<file path="src/rtl/pla_pkg.sv">
package pla_pkg;

  // Position in the shift chain of stream bit k, for a chain of length len.
  // The first bit shifted in ends up at the most significant position.
  function automatic int chain_pos(input int len, input int k);
    return len - 1 - k;
  endfunction

  // Stream index of product-plane literal j of term t.
  function automatic int and_index(input int n_in, input int t, input int j);
    return t * 2 * n_in + j;
  endfunction

  // Stream index of sum-plane selection of term t for output o.
  function automatic int or_index(input int and_bits, input int n_term,
                                  input int o, input int t);
    return and_bits + o * n_term + t;
  endfunction

endpackage

</file>
<file path="src/rtl/pla_cfg_chain.sv">
module pla_cfg_chain #(
  parameter int LEN = 64
) (
  input  logic           clk,
  input  logic           rst_n,
  input  logic           shift_en,
  input  logic           shift_in,
  output logic [LEN-1:0] chain_q
);

  logic [LEN-1:0] chain_d;

  always_comb begin
    chain_d = chain_q;
    if (shift_en) begin
      chain_d = {chain_q[LEN-2:0], shift_in};
    end
  end

  always_ff @(posedge clk or negedge rst_n) begin
    if (!rst_n) begin
      chain_q <= '0;
    end else begin
      chain_q <= chain_d;
    end
  end

  // configuration is frozen while not loading
  assert_cfg_hold_R4: assert property (@(posedge clk) disable iff (!rst_n)
    !shift_en |=> $stable(chain_q));

  // each loading clock captures the serial bit at the chain entry
  assert_cfg_capture_R2: assert property (@(posedge clk) disable iff (!rst_n)
    shift_en |=> chain_q[0] == $past(shift_in));

endmodule

</file>
<file path="src/rtl/pla_and_plane.sv">
module pla_and_plane #(
  parameter int N_IN   = 3,
  parameter int N_TERM = 8,
  localparam int N_LIT = 2 * N_IN
) (
  input  logic                         clk,
  input  logic                         rst_n,
  input  logic [N_IN-1:0]              in_vec,
  input  logic [N_TERM-1:0][N_LIT-1:0] lit_mask,
  output logic [N_TERM-1:0]            term_vec
);

  logic [N_LIT-1:0] lits;

  generate
    for (genvar i = 0; i < N_IN; i++) begin : g_lit
      assign lits[2*i]   = in_vec[i];
      assign lits[2*i+1] = ~in_vec[i];
    end
  endgenerate

  generate
    for (genvar t = 0; t < N_TERM; t++) begin : g_term
      // unselected literals read as 1 so they do not affect the product
      assign term_vec[t] = &(lits | ~lit_mask[t]);

      // empty product line is true
      assert_empty_term_R5: assert property (@(posedge clk) disable iff (!rst_n)
        (lit_mask[t] == '0) |-> term_vec[t]);

      for (genvar i = 0; i < N_IN; i++) begin : g_conflict
        // both polarities of one input give a false product
        assert_conflict_term_R6: assert property (@(posedge clk) disable iff (!rst_n)
          (lit_mask[t][2*i] && lit_mask[t][2*i+1]) |-> !term_vec[t]);
      end
    end
  endgenerate

endmodule

</file>
<file path="src/rtl/pla_or_plane.sv">
module pla_or_plane #(
  parameter int N_TERM = 8,
  parameter int N_OUT  = 2
) (
  input  logic                          clk,
  input  logic                          rst_n,
  input  logic [N_TERM-1:0]             term_vec,
  input  logic [N_OUT-1:0][N_TERM-1:0]  sel_mask,
  output logic [N_OUT-1:0]              sum_vec
);

  generate
    for (genvar o = 0; o < N_OUT; o++) begin : g_sum
      assign sum_vec[o] = |(term_vec & sel_mask[o]);

      // an output with no selected term stays low
      assert_empty_sum_R7: assert property (@(posedge clk) disable iff (!rst_n)
        (sel_mask[o] == '0) |-> !sum_vec[o]);
    end
  endgenerate

endmodule

</file>
<file path="src/rtl/pla_array.sv">
module pla_array #(
  parameter int N_IN   = 3,
  parameter int N_TERM = 8,
  parameter int N_OUT  = 2
) (
  input  logic             clk,
  input  logic             rst_n,
  input  logic             cfg_load,
  input  logic             cfg_bit,
  input  logic [N_IN-1:0]  in_vec,
  output logic [N_OUT-1:0] out_vec
);

  localparam int N_LIT    = 2 * N_IN;
  localparam int AND_BITS = N_TERM * N_LIT;
  localparam int OR_BITS  = N_OUT * N_TERM;
  localparam int CHAIN    = AND_BITS + OR_BITS;

  // reset: asserted asynchronously, released on a clock edge
  logic [1:0] rst_pipe_q;
  logic [1:0] rst_pipe_d;
  logic       rst_sync_n;

  always_comb rst_pipe_d = {rst_pipe_q[0], 1'b1};

  always_ff @(posedge clk or negedge rst_n) begin
    if (!rst_n) begin
      rst_pipe_q <= '0;
    end else begin
      rst_pipe_q <= rst_pipe_d;
    end
  end

  assign rst_sync_n = rst_pipe_q[1];

  logic [CHAIN-1:0]                 chain_q;
  logic [N_TERM-1:0][N_LIT-1:0]     lit_mask;
  logic [N_OUT-1:0][N_TERM-1:0]     sel_mask;
  logic [N_TERM-1:0]                term_vec;
  logic [N_OUT-1:0]                 sum_vec;

  pla_cfg_chain #(.LEN(CHAIN)) u_chain (
    .clk      (clk),
    .rst_n    (rst_sync_n),
    .shift_en (cfg_load),
    .shift_in (cfg_bit),
    .chain_q  (chain_q)
  );

  // unpack the chain into the two planes (stream order: product plane first)
  generate
    for (genvar t = 0; t < N_TERM; t++) begin : g_and_map
      for (genvar j = 0; j < N_LIT; j++) begin : g_lit_map
        assign lit_mask[t][j] =
          chain_q[pla_pkg::chain_pos(CHAIN, pla_pkg::and_index(N_IN, t, j))];
      end
    end
    for (genvar o = 0; o < N_OUT; o++) begin : g_or_map
      for (genvar t = 0; t < N_TERM; t++) begin : g_sel_map
        assign sel_mask[o][t] =
          chain_q[pla_pkg::chain_pos(CHAIN, pla_pkg::or_index(AND_BITS, N_TERM, o, t))];
      end
    end
  endgenerate

  pla_and_plane #(.N_IN(N_IN), .N_TERM(N_TERM)) u_and (
    .clk      (clk),
    .rst_n    (rst_sync_n),
    .in_vec   (in_vec),
    .lit_mask (lit_mask),
    .term_vec (term_vec)
  );

  pla_or_plane #(.N_TERM(N_TERM), .N_OUT(N_OUT)) u_or (
    .clk      (clk),
    .rst_n    (rst_sync_n),
    .term_vec (term_vec),
    .sel_mask (sel_mask),
    .sum_vec  (sum_vec)
  );

  assign out_vec = cfg_load ? '0 : sum_vec;

  // outputs stay low for the whole load
  assert_quiet_load_R2: assert property (@(posedge clk) disable iff (!rst_sync_n)
    cfg_load |-> (out_vec == '0));

  generate
    for (genvar o = 0; o < N_OUT; o++) begin : g_share_chk
      for (genvar t = 0; t < N_TERM; t++) begin : g_term_chk
        // a true term drives every output that selects it
        assert_term_shared_R8: assert property (@(posedge clk) disable iff (!rst_sync_n)
          (!cfg_load && sel_mask[o][t] && term_vec[t]) |-> out_vec[o]);
      end
    end
  endgenerate

endmodule

</file>
<file path="config.mk">
export PLATFORM = sky130hd
export DESIGN_NAME = pla_array
export DESIGN_NICKNAME = d
export VERILOG_FILES = /design/src/rtl/pla_pkg.sv /design/src/rtl/pla_cfg_chain.sv /design/src/rtl/pla_and_plane.sv /design/src/rtl/pla_or_plane.sv /design/src/rtl/pla_array.sv
export SDC_FILE = /design/constraint.sdc
export NUM_CORES = 1
export LEC_CHECK = 0
export CORE_MARGIN = 4
export CORE_UTILIZATION = 39
export CTS_BUF_LIST = sky130_fd_sc_hd__clkbuf_16
export DETAILED_ROUTE_END_ITERATION = 7
export GPL_ROUTABILITY_DRIVEN = 0
export HOLD_SLACK_MARGIN = 0.06
export SLEW_MARGIN = 20
export SYNTH_ARGS = -nofsm -noshare
export SYNTH_HDL_FRONTEND = slang
export SYNTH_SLANG_ARGS = --single-unit
</file>
<file path="constraint.sdc">
create_clock -name clk -period 2.2 [get_ports clk]
set_clock_uncertainty 0.15 [all_clocks]
set_input_delay 0.66 -clock clk [delete_from_list [all_inputs] [get_ports clk]]
set_output_delay 0.66 -clock clk [all_outputs]
set_load 0.03 [all_outputs]
</file>
==> results of run 1 <==
## power by group through the flow
stage	sequential, µW	combinational [µW]	clock, µW
after floorplan	1590	381	0
after global routing	1670	600	1450
after CTS	1630	547	1390
after detailed placement	1640	521	0
after global placement	1640	498	0
final	1640	547	1360
## routing by layer
metal / vias to the layer above / GRT usage, % / wire, µm
met5: - / 0 / 0
met2: 15 / 21.2 / 2620
met3: 8 / 3.69 / 149
met4: 0 / 6.86 / 107
li1: 721 / - / -
met1: 828 / 17.7 / 2360
## cells by family (layout without fill, tap and decap cells)
| group | count (synthesis) | in the layout | synth area share, % |
|---|---|---|---|
| buffers and inverters | 10 | 39 | 2.75 |
| flip-flops | 66 | 66 | 57.5 |
| multiplexers | 84 | 84 | 32.8 |
| other | 1 | 1 | 0.131 |
| AO/OA/AOI/OAI | 14 | 14 | 4.80 |
| AND/OR/NAND/NOR | 8 | 8 | 2.01 |
## timing repair
item / in CTS / in global routing
hold endpoints to repair: 0 / 0
buffers inserted: 7 / 0
pin swaps: 7 / 6
gates resized for setup: 21 / 14
gates cloned: 0 / 0
endpoints found under the setup margin: 2 / 2
## per-stage QoR
step / power [µW] / area, µm² / TNS [ns] / hold slack [ns]
6_report: 3550 / 3530 / -1.06 / 0.203
4_1_cts: 3570 / 3520 / -1.13 / 0.209
3_5_place_dp: 2170 / 3110 / -2.10 / 0.196
5_1_grt: 3720 / 3530 / -1.12 / 0.214
3_3_place_gp: 2130 / 3110 / -2.00 / 0.191
2_1_floorplan: 1980 / 2890 / -0.765 / 0.181
## cell usage in the layout (no fill, tap or decap), drive strengths merged
| master | Yosys | final |
|---|---|---|
| bufinv | 0 | 1 |
| clkbuf | 0 | 10 |
| a211oi | 4 | 4 |
| and3 | 4 | 4 |
| clkdlybuf4s50 | 0 | 2 |
| mux2i | 16 | 16 |
| dfrtp | 66 | 66 |
| clkinvlp | 0 | 1 |
| clkinv | 0 | 4 |
| and2b | 1 | 1 |
| inv | 0 | 1 |
| a41oi | 2 | 2 |
| conb | 1 | 1 |
| a32oi | 8 | 8 |
| mux2 | 68 | 68 |
| nor2b | 3 | 3 |
| buf | 10 | 20 |
## worst max-delay path: stages
cell and delay [ns]:
buf_12 0.12, mux2_4 0.30, a211oi_4 0.24, a32oi_2 0.17, a41oi_2 0.27, buf_6 0.16
## Yosys cell counts
| library cell | n | share of area [%] |
|---|---|---|
| mux2_4 | 4 | 2.1 |
| and3_4 | 1 | 0.39 |
| and2b_2 | 1 | 0.31 |
| mux2_1 | 64 | 25 |
| buf_2 | 3 | 0.52 |
| a211oi_2 | 4 | 1.7 |
| dfrtp_1 | 66 | 58 |
| nor2b_1 | 3 | 0.65 |
| conb_1 | 1 | 0.13 |
| a41oi_1 | 2 | 0.61 |
| buf_6 | 3 | 1.2 |
| mux2i_1 | 16 | 5.6 |
| buf_4 | 1 | 0.26 |
| a32oi_1 | 8 | 2.4 |
| buf_8 | 1 | 0.52 |
| buf_1 | 2 | 0.26 |
| and3_1 | 3 | 0.65 |
## final timing paths
path | endpoint | cells past startpoint | slack [ns]
max | out_vec[0] | 6 | -0.54
min | rst_pipe_q[1] | 0 | 0.20
max reg2reg | u_chain.chain_q[26] | 1 | 1.09
min reg2reg | rst_pipe_q[1] | 0 | 0.20
max in group asynchronous | u_chain.chain_q[26] | 1 | 1.09
min in group asynchronous | u_chain.chain_q[4] | 1 | 0.28
## sequential cells by signal, summed over array words and instances, names as in the netlist
name             count
rst_pipe_q           2
u_chain.chain_q     64
## area by class of cell
class,count,area (µm²),area share (%)
clock buffers,9,225,6.38
clock inverters,7,61.3,1.74
multi-input cells,107,1240,35.0
flip-flops and latches,66,1650,46.8
well taps,99,124,3.51
repair buffers,23,229,6.49
==> flow_summary.json, run 1 <==
{
  "netlist_instances": 183,
  "critical_path.reg2reg.startpoint": "rst_pipe_q[1]",
  "cts-root-to-sink-buffers": 2,
  "dp_cells": 290,
  "cts.clk_slew.worst_paths_ns": 0.05,
  "timing.final.setup_violations": 2,
  "die_y_um": 93.8,
  "timing.final.max_slew_violations": 0,
  "finalCoreUtilization_pct": 48.9,
  "worst_ep_required_time_ns": 1.39,
  "worstSetupPathType": "input pin to output port",
  "portBuffers": 8,
  "min_period_over_period_pct": 125,
  "dp_hpwl_um": 3410,
  "layout-area-overhead-vs-synth_pct": 22.9,
  "wire_length_of_the_first_global_routing_pass_um": 9050,
  "startpoint_type": "input pin",
  "instances_no_fill": 311,
  "violations": "negative setup slack",
  "clock_power_share_pct": 38.5,
  "drive_gt1_share_pct": 28.3,
  "highest_attainable_clock_frequency_mhz": 364,
  "start_util_pct": 39.8,
  "core_area_um2": 7210,
  "grt_pass1_vias": 1759,
  "synth-seq-area-share_pct": 57.5,
  "via_density_per_instance": 5.05,
  "drtIter0Drc": 68,
  "finalHoldViolations": 0,
  "pwr-share-seq_pct": 46.1,
  "drt_first_pass_iters": 4,
  "cap_viol_max_count": 0,
  "cts_root_buf": "clkbuf_16",
  "yosys_warnings": 0,
  "power.leakage_uw": 0.00169,
  "wl_per_cell_um": 16.8,
  "synth_cell_type_count": 17,
  "timing.critical_path.arrival_ns": 1.93,
  "worst_setup_path_startpoint": "in_vec[0]",
  "mappedNetlistNets": 190,
  "floorplan.die.width_um": 93.8,
  "timing.max_slew.rel_slack_pct": 46.4,
  "cts-htree-levels": 3,
  "share_comb_of_total_power_pct": 15.4,
  "fp-row-count": 31,
  "netlist_area_um2": 2870,
  "tritoncts.num_buffers": 9,
  "run_status": "finished with violations",
  "grt_setup_unrepaired": "true",
  "timing.hold.worst.start": "rst_pipe_q[0]",
  "p_switching_uw": 917,
  "detail_route.wirelength_um": 5240,
  "worst_skew_pair.late_latency_ns": 0.33,
  "place_worst_setup_slack_ns": -1.06,
  "globalRouteOverflowTotal": 0,
  "nNetsFinal": 214,
  "finalWorstSetupSlack_ns": -0.544,
  "cts_hold_buffers_added": 0,
  "irDropWorstVdd_mv": 0.465,
  "route.antenna.remaining_nets": 0,
  "min_path_type": "flop to flop",
  "initial_antenna_violation_count": 0,
  "overall_global_routing_usage_pct": 13.7,
  "die-area_um2": 8800,
  "minimum_clock_period_after_layout_ns": 2.74,
  "tritoncts": "built",
  "cts_num_sinks": 66,
  "critPathCaptureType": "output port",
  "floorplan.io_pins": 9,
  "num_antenna_cells": 0,
  "synth.ff_latch_count": 66,
  "drc": 0,
  "critical_path.max_fanout": 7,
  "power-per-cell-area_nw_per_um2": 1010,
  "via_count": 1572,
  "largest_net_degree_at_the_start_of_global_routing": 65,
  "fill_cells": 635,
  "worst_pin_slew_ns": 0.803,
  "power.internal_uw": 2630,
  "postSynthAreaPerCell_um2": 15.7,
  "power_switching_share_pct": 25.9
}
No activity file was read; power rests on OpenSTA's default activity.
==> run 2: changes to the inputs <==
- RECOVER_POWER: unset -> 50
- SYNTH_HIERARCHICAL: unset -> 1
==> flow_summary.json, run 2 <==
{
  "detail_route.wirelength_um": 5230,
  "core_area_um2": 7770,
  "min_path_type": "flop to flop",
  "timing.critical_path.arrival_ns": 1.78,
  "tritoncts": "built",
  "share_comb_of_total_power_pct": 20.0,
  "top_area_cells_in_the_synthesized_netlist": "dfrtp_1 53%, mux2_4 29%, mux2i_1 7.6%",
  "via_density_per_instance": 4.96,
  "synth.largest_area_cell": "dfrtp_1",
  "grt_setup_unrepaired": "true",
  "layout-area-overhead-vs-synth_pct": 13.5,
  "wire_length_of_the_first_global_routing_pass_um": 9000,
  "finalWorstSetupSlack_ns": -0.391,
  "number_of_flip_flops_under_the_largest_register_name": 64,
  "grt_pass1_vias": 1720,
  "postSynthAreaPerCell_um2": 17.0,
  "place_worst_setup_slack_ns": -0.852,
  "synth_most_common_cell": "dfrtp_1",
  "die-area_um2": 9560,
  "power.leakage_uw": 0.00178,
  "netlist_top_cells_count": "66 x dfrtp_1, 60 x mux2_4, 24 x mux2i_1",
  "pwr-share-seq_pct": 46.6,
  "floorplan.io_pins": 9,
  "min_period_over_period_pct": 118,
  "via_count": 1519,
  "timing.max_slew.rel_slack_pct": 17.6,
  "floorplan.die.width_um": 97.8,
  "violations": "negative setup slack",
  "power-per-cell-area_nw_per_um2": 1000,
  "dp_hpwl_um": 3250,
  "ys_async_sr_fraction_pct": 100,
  "power_switching_share_pct": 25.5,
  "startpoint_type": "input pin",
  "route.antenna.remaining_nets": 0,
  "regMostFlops": "u_chain/chain_q",
  "cts-htree-levels": 3,
  "drive_gt1_share_pct": 47.1,
  "worstSetupPathType": "input pin to output port",
  "clock_power_share_pct": 33.4,
  "finalHoldViolations": 0,
  "nNetsFinal": 208,
  "num_antenna_cells": 0,
  "worst_skew_pair.late_latency_ns": 0.32,
  "globalRouteOverflowTotal": 0,
  "final_common_cell": "dfrtp_1",
  "die_y_um": 97.8,
  "area_after_dpl_um2": 3300,
  "cts_num_sinks": 66,
  "worst_ep_required_time_ns": 1.39,
  "most_frequent_cells_in_the_layout": "65 x dfrtp_1, 52 x mux2_4, 22 x mux2i_1, 9 x clkbuf_16, 8 x mux2_1",
  "synth.ff_latch_count": 66,
  "ys.flop_type": "dfrtp_1",
  "cts-root-to-sink-buffers": 2,
  "synth_top_cell_area_share_pct": 52.6,
  "netlist_instances": 185,
  "synth_cell_type_count": 11,
  "critPathCaptureType": "output port",
  "critical_path.max_fanout": 4,
  "dp_cells": 293,
  "timing.final.max_slew_violations": 0,
  "fp-row-count": 32,
  "power.internal_uw": 2660,
  "fill_cells": 708,
  "finalSetupTns_ns": -0.738,
  "instances_no_fill": 306,
  "synth-seq-area-share_pct": 52.6,
  "timing.final.setup_violations": 2,
  "wl_per_cell_um": 17.1,
  "yosys_warnings": 6,
  "mappedNetlistNets": 192,
  "highest_attainable_clock_frequency_mhz": 386,
  "overall_global_routing_usage_pct": 12.0,
  "tritoncts.num_buffers": 9,
  "worst_pin_slew_ns": 1.24,
  "cts_root_buf": "clkbuf_16",
  "irDropWorstVdd_mv": 0.512,
  "final.hold.worst_slack_ns": 0.202,
  "initial_antenna_violation_count": 0,
  "netlist_area_um2": 3140,
  "run_status": "finished with violations",
  "drtIter0Drc": 61,
  "synth_edf_count": 0,
  "cts.clk_slew.worst_paths_ns": 0.05,
  "largest_net_degree_at_the_start_of_global_routing": 51,
  "stdcell_area_um2": 3560,
  "p_switching_uw": 913,
  "largest_registers": "u_chain/chain_q: 64 flops, rst_pipe_q: 2 flops",
  "start_util_pct": 40.4,
  "cap_viol_max_count": 0,
  "drt_first_pass_iters": 4,
  "portBuffers": 8,
  "drc": 0,
  "post_cts.repair.setup_buffers": 0,
  "minimum_clock_period_after_layout_ns": 2.59
}
-- run 2: cell types whose count changed in the layout (fill, tap and decap cells not counted), sizes merged, moves of 2 or more --
| cell | delta |
|---|---|
| buf | -9 |
| a22oi | +8 |
| a32oi | -8 |
| mux2i | +8 |
| a211oi | -4 |
| and3 | +4 |
| mux2 | -4 |
| clkinv | -3 |
| inv | +3 |
| a41oi | -2 |
| dlygate4sd3 | +2 |
| nand4 | +2 |
-- run 2: power by group through the flow --
stage	Clock, µW	Combinational, µW	Sequential (µW)
after floorplan	0	575	1620
after global placement	0	655	1670
after detailed placement	0	665	1670
after CTS	1230	728	1670
after global routing	1280	763	1710
final	1200	714	1670
-- run 2: stage by stage --
stage | power [µW] | util, %
final | 3580 | 45.9
after global routing | 3760 | 45.9
after CTS | 3620 | 46.1
after detailed placement | 2340 | 42.5
after global placement | 2330 | 42.5
after floorplan | 2190 | -
-- run 2: final cells by class --
cell class              count  area [µm²]  share of cell area, %
repair buffers             15         156                   4.39
multi-input cells         109        1380                   38.8
well taps                 102         128                   3.58
clock buffers               9         225                   6.32
flip-flops and latches     66        1650                   46.4
clock inverters             5        20.0                  0.562
-- run 2: metal layers --
metal | global-route usage [%] | part of all wire, % | wire length [µm] | vias to the layer above
li1 | - | - | - | 705
met1 | 17.2 | 51 | 2670 | 790
met2 | 17.0 | 45 | 2340 | 14
met3 | 2.36 | 1.7 | 89 | 10
met4 | 7.03 | 2.4 | 126 | 0
met5 | 0 | 0 | 0 | -
-- run 2: path summary, 6_finish.rpt --
| kind | slack [ns] | end | cells past startpoint | start |
|---|---|---|---|---|
| max in group asynchronous | 0.65 | u_chain/chain_q[24] | 1 | rst_pipe_q[1] |
| min reg2reg | 0.20 | rst_pipe_q[1] | 0 | rst_pipe_q[0] |
| max reg2reg | 0.65 | u_chain/chain_q[24] | 1 | rst_pipe_q[1] |
| min in group asynchronous | 0.41 | rst_pipe_q[0] | 1 | rst_n |
| min | 0.20 | rst_pipe_q[1] | 0 | rst_pipe_q[0] |
| max | -0.39 | out_vec[0] | 8 | in_vec[1] |
-- run 2: what timing repair did --
item,CTS,global route
gates cloned,0,0
hold buffers,1,0
endpoints found under the hold margin,14,0
gates resized for setup,30,7
setup endpoints to repair,2,2
pin swaps,8,2
-- run 2: cells by family (layout without fill, tap and decap cells) --
family	after synthesis	after routing	synth area share (%)
compound gates	8	8	1.91
flops	66	66	52.6
other cells	1	1	0.119
mux	88	88	37.8
simple gates	12	12	2.39
buf+inv	10	29	5.26
-- run 2: critical path, stage by stage --
cell and delay [ns]:
buf_6 0.10, buf_6 0.12, mux2i_1 0.13, and3_4 0.20
a22oi_1 0.17, nand4_1 0.12, nor2b_4 0.15, buf_6 0.13
